[src/rtl/trunc_pkg.sv]
package trunc_pkg;
  localparam int FP_W = 32;
  localparam int MANT_W = 23;
  localparam logic [7:0] EXP_BIAS = 8'd127;   // exponent field of 1.0
  localparam logic [7:0] EXP_INTEGRAL = 8'd150; // from here no fraction bits remain
  localparam logic [7:0] EXP_SPECIAL = 8'hFF;
  localparam int QUIET_BIT = MANT_W - 1;

  typedef struct packed {
    logic loadRes;  // capture datapath result into the output register
  } dpStrobe_t;
endpackage

[src/rtl/trunc_lane.sv]
module trunc_lane
  import trunc_pkg::*;
(
  input  logic [FP_W-1:0] laneIn,
  output logic [FP_W-1:0] laneOut,
  output logic            laneSnan
);
  logic              signBit;
  logic [7:0]        expField;
  logic [MANT_W-1:0] fracField;
  logic [7:0]        dropBits;
  logic [FP_W-1:0]   keepMask;

  assign signBit   = laneIn[FP_W-1];
  assign expField  = laneIn[FP_W-2:MANT_W];
  assign fracField = laneIn[MANT_W-1:0];
  assign dropBits  = EXP_INTEGRAL - expField;
  assign keepMask  = {FP_W{1'b1}} << dropBits;

  always_comb begin
    laneOut  = laneIn;
    laneSnan = 1'b0;
    if (expField == EXP_SPECIAL) begin
      if (fracField != '0 && !fracField[QUIET_BIT]) begin
        laneSnan = 1'b1;
        laneOut[QUIET_BIT] = 1'b1;
      end
    end else if (expField < EXP_BIAS) begin
      laneOut = {signBit, {(FP_W-1){1'b0}}};
    end else if (expField < EXP_INTEGRAL) begin
      laneOut = laneIn & keepMask;
    end
  end
endmodule

[src/rtl/trunc_datapath.sv]
module trunc_datapath
  import trunc_pkg::*;
#(
  parameter int LANES = 4,
  localparam int VW = LANES * FP_W
) (
  input  logic          clk,
  input  logic          rstN,
  input  logic [VW-1:0] srcVec,
  input  dpStrobe_t     strb,
  output logic          anySnan,
  output logic [VW-1:0] resVec
);
  logic [VW-1:0]    laneRes;
  logic [LANES-1:0] laneSnan;

  for (genvar g = 0; g < LANES; g++) begin : g_lane
    trunc_lane u_lane (
      .laneIn  (srcVec[g*FP_W +: FP_W]),
      .laneOut (laneRes[g*FP_W +: FP_W]),
      .laneSnan(laneSnan[g])
    );
  end

  assign anySnan = |laneSnan;

  always_ff @(posedge clk) begin
    if (!rstN) resVec <= '0;
    else if (strb.loadRes) resVec <= laneRes;
  end
endmodule

[src/rtl/trunc_ctrl.sv]
module trunc_ctrl
  import trunc_pkg::*;
(
  input  logic      clk,
  input  logic      rstN,
  input  logic      inValid,
  input  logic      excEnable,
  input  logic      facilityOn,
  input  logic      anySnan,
  output dpStrobe_t strb,
  output logic      resWrite,
  output logic      snanFlagSet,
  output logic      unavailTrap
);
  logic accept;
  logic excHit;

  assign accept       = inValid && facilityOn;
  assign excHit       = excEnable && anySnan;
  assign strb.loadRes = accept;

  always_ff @(posedge clk) begin
    if (!rstN) begin
      resWrite    <= 1'b0;
      snanFlagSet <= 1'b0;
      unavailTrap <= 1'b0;
    end else begin
      resWrite    <= accept && !excHit;
      snanFlagSet <= accept && anySnan;
      unavailTrap <= inValid && !facilityOn;
    end
  end
endmodule

[src/rtl/fp32x4_trunc_unit.sv]
module fp32x4_trunc_unit
  import trunc_pkg::*;
#(
  parameter int LANES = 4,
  localparam int VW = LANES * FP_W
) (
  input  logic          clk,
  input  logic          rstN,
  input  logic          inValid,
  input  logic [VW-1:0] srcVec,
  input  logic          excEnable,
  input  logic          facilityOn,
  output logic [VW-1:0] resVec,
  output logic          resWrite,
  output logic          snanFlagSet,
  output logic          unavailTrap
);
  dpStrobe_t strb;
  logic      anySnan;

  trunc_datapath #(.LANES(LANES)) u_dp (
    .clk(clk), .rstN(rstN), .srcVec(srcVec), .strb(strb),
    .anySnan(anySnan), .resVec(resVec)
  );

  trunc_ctrl u_ctrl (
    .clk(clk), .rstN(rstN), .inValid(inValid), .excEnable(excEnable),
    .facilityOn(facilityOn), .anySnan(anySnan), .strb(strb),
    .resWrite(resWrite), .snanFlagSet(snanFlagSet), .unavailTrap(unavailTrap)
  );
endmodule

[config.mk]
export PLATFORM = sky130hd
export DESIGN_NAME = fp32x4_trunc_unit
export DESIGN_NICKNAME = d
export VERILOG_FILES = /design/src/rtl/trunc_pkg.sv /design/src/rtl/trunc_lane.sv /design/src/rtl/trunc_datapath.sv /design/src/rtl/trunc_ctrl.sv /design/src/rtl/fp32x4_trunc_unit.sv
export SDC_FILE = /design/constraint.sdc
export NUM_CORES = 1
export LEC_CHECK = 0
export BUFFER_PORTS_ARGS = -buffer_cell sky130_fd_sc_hd__buf_2
export CORE_UTILIZATION = 48
export CTS_CLUSTER_SIZE = 20
export DETAILED_ROUTE_END_ITERATION = 10
export GPL_ROUTABILITY_DRIVEN = 1
export PLACE_DENSITY = 0.78
export SYNTH_ARGS = -nofsm -noshare
export SYNTH_HDL_FRONTEND = slang
export SYNTH_HIERARCHICAL = 1
export SYNTH_SLANG_ARGS = --single-unit
export TNS_END_PERCENT = 10
[constraint.sdc]
create_clock -name clk -period 2.6 [get_ports clk]
set_input_delay 0.52 -clock clk [delete_from_list [all_inputs] [get_ports clk]]
set_output_delay 0.52 -clock clk [all_outputs]
set_load 0.05 [all_outputs]
==> results.cfg <==
[detailed_routing]
detail_route.first_pass.iterations = 6
detailedRoute.firstIterationViolations = 731
wl_um = 28300
detail_route.wirelength.met1_um = 12500
route.vias.total = 9241
avgRoutedWirePerCell_um = 17.4
met3_length_um = 2070
drcViolationCount = 0
drt-vias-per-instance = 5.69
ant_nets = 0
met2WireLength_um = 13000
dr.max_layer_used = met4

[cells_and_area]
final_common_cell = buf_2
stdcell_area_mm2 = 0.0115
nFillCells = 1681
finalCoreUtilization_pct = 61.5
post_layout_nonfiller_instances = 1624
final_layout_size_suffix_gt1_share_pct = 30.4
flow.area_growth_from_synthesis_pct = 25.7
nets = 1517
final_cell_mix = 263 x buf_2, 134 x nor2b_1, 131 x dfxtp_1

[floorplanning]
die_x_extent_um = 140
coreArea_mm2 = 0.0186
fp.dieH_um = 140
ios = 264
placementRows = 50
die_area_mm2 = 0.0196
initial_utilization_pct = 48.9

[global_routing]
grt_overflow = 0
track_usage_pct = 28.5
antenna_found_initial = 1
global_route_wire_length_before_repair_um = 44700
pin_count_of_the_biggest_net_entering_global_routing = 63
grt_pass1_vias = 8706

[timing]
rsz0062_at_grt = false
finalHoldViolCount = 0
maxSlewHeadroom_pct = 46.6
min_period_over_period_pct = 89.2
final-max-slew-violation-count = 0
fmax_ghz = 0.431
final.setup_skew_ps = 0
timing.final.setup_violations = 0
hold-worst-slack_ps = 291
finalWorstPathRequiredPeriod_ps = 2320
timing.final.ws_setup_ps = 282
fin_setup_tns_ps = 0
worstMarginPinSlew_ps = 795

[flow_run]
timing.max_cap.violations = 0

[worst_setup_path]
worst-setup-path-type = in2reg
critical_path.reg2reg.endpoint = u_dp/resVec[1]$_SDFFE_PN0P_
worst-r2r-setup-slack_ps = 1930
worst_setup_path_end_kind = flip-flop
worst_path_dominant_cell_family = simple AND/OR/NAND/NOR gates
depth_of_the_most_critical_reg_to_reg_path = 2
timing.critical_path.from_type = input pin
worst_path_largest_cell_delay_ps = 420
regToRegStartpoint = u_dp/resVec[1]$_SDFFE_PN0P_
critical_path.n_buffers_inverters = 3
timing.critical_path.required_ps = 2960
cp_slowest_cell = nor3_1
crit_path_dat_ps = 2670
timing.critical_path.fanout_max = 6
path_cells = buf_2 > ha_1 > buf_4 > xnor2_1 > buf_4 > nor3_1 > nor2_1 > a21oi_1 > o21ai_0 > a21oi_1 > mux2i_1 > nor2b_1

[clocking]
holdBufCountCts = 0
cts-resized-gates = 0
cts_htree_levels = 4
cts.path.max_buffers = 2
numClockSinks = 131
cts_root_buf = clkbuf_16
cts.reportedPaths.clkPinSlew_ps = 60
cts_tree = built
numCtsBuffers = 17
postCtsSetupRepairBufs = 0
clk_latency_ps = 420

[hold_path]
hp-start = facilityOn
hold_path_end = u_ctrl/unavailTrap$_SDFF_PN0_
min-delay-path-class = in2reg
min_delay_path_depth = 2

[synth]
number_of_synthesized_flops_with_an_enable_pin = 0
dominantRegCellSynth = dfxtp_1
post_synth_num_cell_types = 63
yosysWarnings = 6
synth-seq-area-share_pct = 28.8
mappedNetlistArea_mm2 = 0.00912
syn_avg_cell_area_um2 = 8.46
synth_seq_cells = 131
postSynthNetCount = 1219
async_flop_share_pct = 0
synthCells = 1078

[placement]
buffer_ports.inserted = 263
dp.final_hpwl_um = 21400
pre_cts_slack_ps = -5.23
postPlaceCellArea_mm2 = 0.0109
dp.cells = 1591
gp_congestion = 0.976

[power]
static_leakage_nw = 5.17
vdd_drop_max_mv = 0.468
fin_total_pwr_mw = 5.99
p_per_area_mw_per_mm2 = 522

[status]
outcome = finished clean
## metal layers
metal / global-route usage [%] / up-vias
met5: 0 / -
met4: 10.8 / 0
met3: 5.23 / 59
met2: 45.9 / 448
met1: 37.8 / 4268
li1: - / 4466
## state kept, by name (all words and copies together), names as in the netlist
name / flops
u_ctrl/resWrite: 1
u_ctrl/snanFlagSet: 1
u_ctrl/unavailTrap: 1
u_dp/resVec: 128
## cells in the mapped netlist, drive strengths merged, types with 25 or more instances
cell      n  area share [%]
buf      33             4.5
and2     25             1.9
nor2b   134             9.2
nand2    83             3.4
mux2i   128              14
a21oi    56             3.8
nor2     69             2.9
and3     37             2.5
nor4     27             2.0
o21ai    52             2.9
inv      29             1.2
clkbuf   35             1.4
dfxtp   131              29
## worst register-to-register path, cell delays in order, from the launching register on
cell and delay, ps:
dfxtp_1 320, mux2i_1 170, nor2b_1 80
## final cells by class
class,instances,area [um^2],share of cell area (%)
Sequential cell,131,2620,22.9
Tap cell,234,293,2.55
Inverter,29,109,0.950
Clock buffer,18,439,3.83
Timing Repair Buffer,347,2000,17.4
Multi-Input combinational cell,850,5850,51.0
Antenna cell,1,2.50,0.0218
Clock inverter,14,154,1.34
## how the worst max path moves through the flow
stage,from,to,cells past startpoint,slack [ps]
floorplan,srcVec[119],u_dp/resVec[102]$_SDFFE_PN0P_,11,60
global placement,srcVec[23],u_dp/resVec[18]$_SDFFE_PN0P_,10,-30
detailed placement,srcVec[23],u_dp/resVec[18]$_SDFFE_PN0P_,10,-5
CTS,srcVec[23],u_dp/resVec[24]$_SDFFE_PN0P_,12,370
global route,srcVec[23],u_dp/resVec[24]$_SDFFE_PN0P_,12,180
finish,srcVec[23],u_dp/resVec[24]$_SDFFE_PN0P_,12,280
## where the power goes
group | internal (mW) | leakage, nW | total, mW | switching [mW]
clock | 1.45 | 0.283 | 2.43 | 0.981
combinational | 0.564 | 3.82 | 1.48 | 0.912
sequential | 2.06 | 1.06 | 2.08 | 0.0251
## kinds of logic after synthesis
group / synth area share [%]
fa+ha+maj: 1.10
compound gates: 20.2
buf+inv: 7.15
simple gates: 26.3
xor+xnor: 2.46
flops: 28.8
mux: 14.0
No activity file was read; power rests on OpenSTA's default activity.
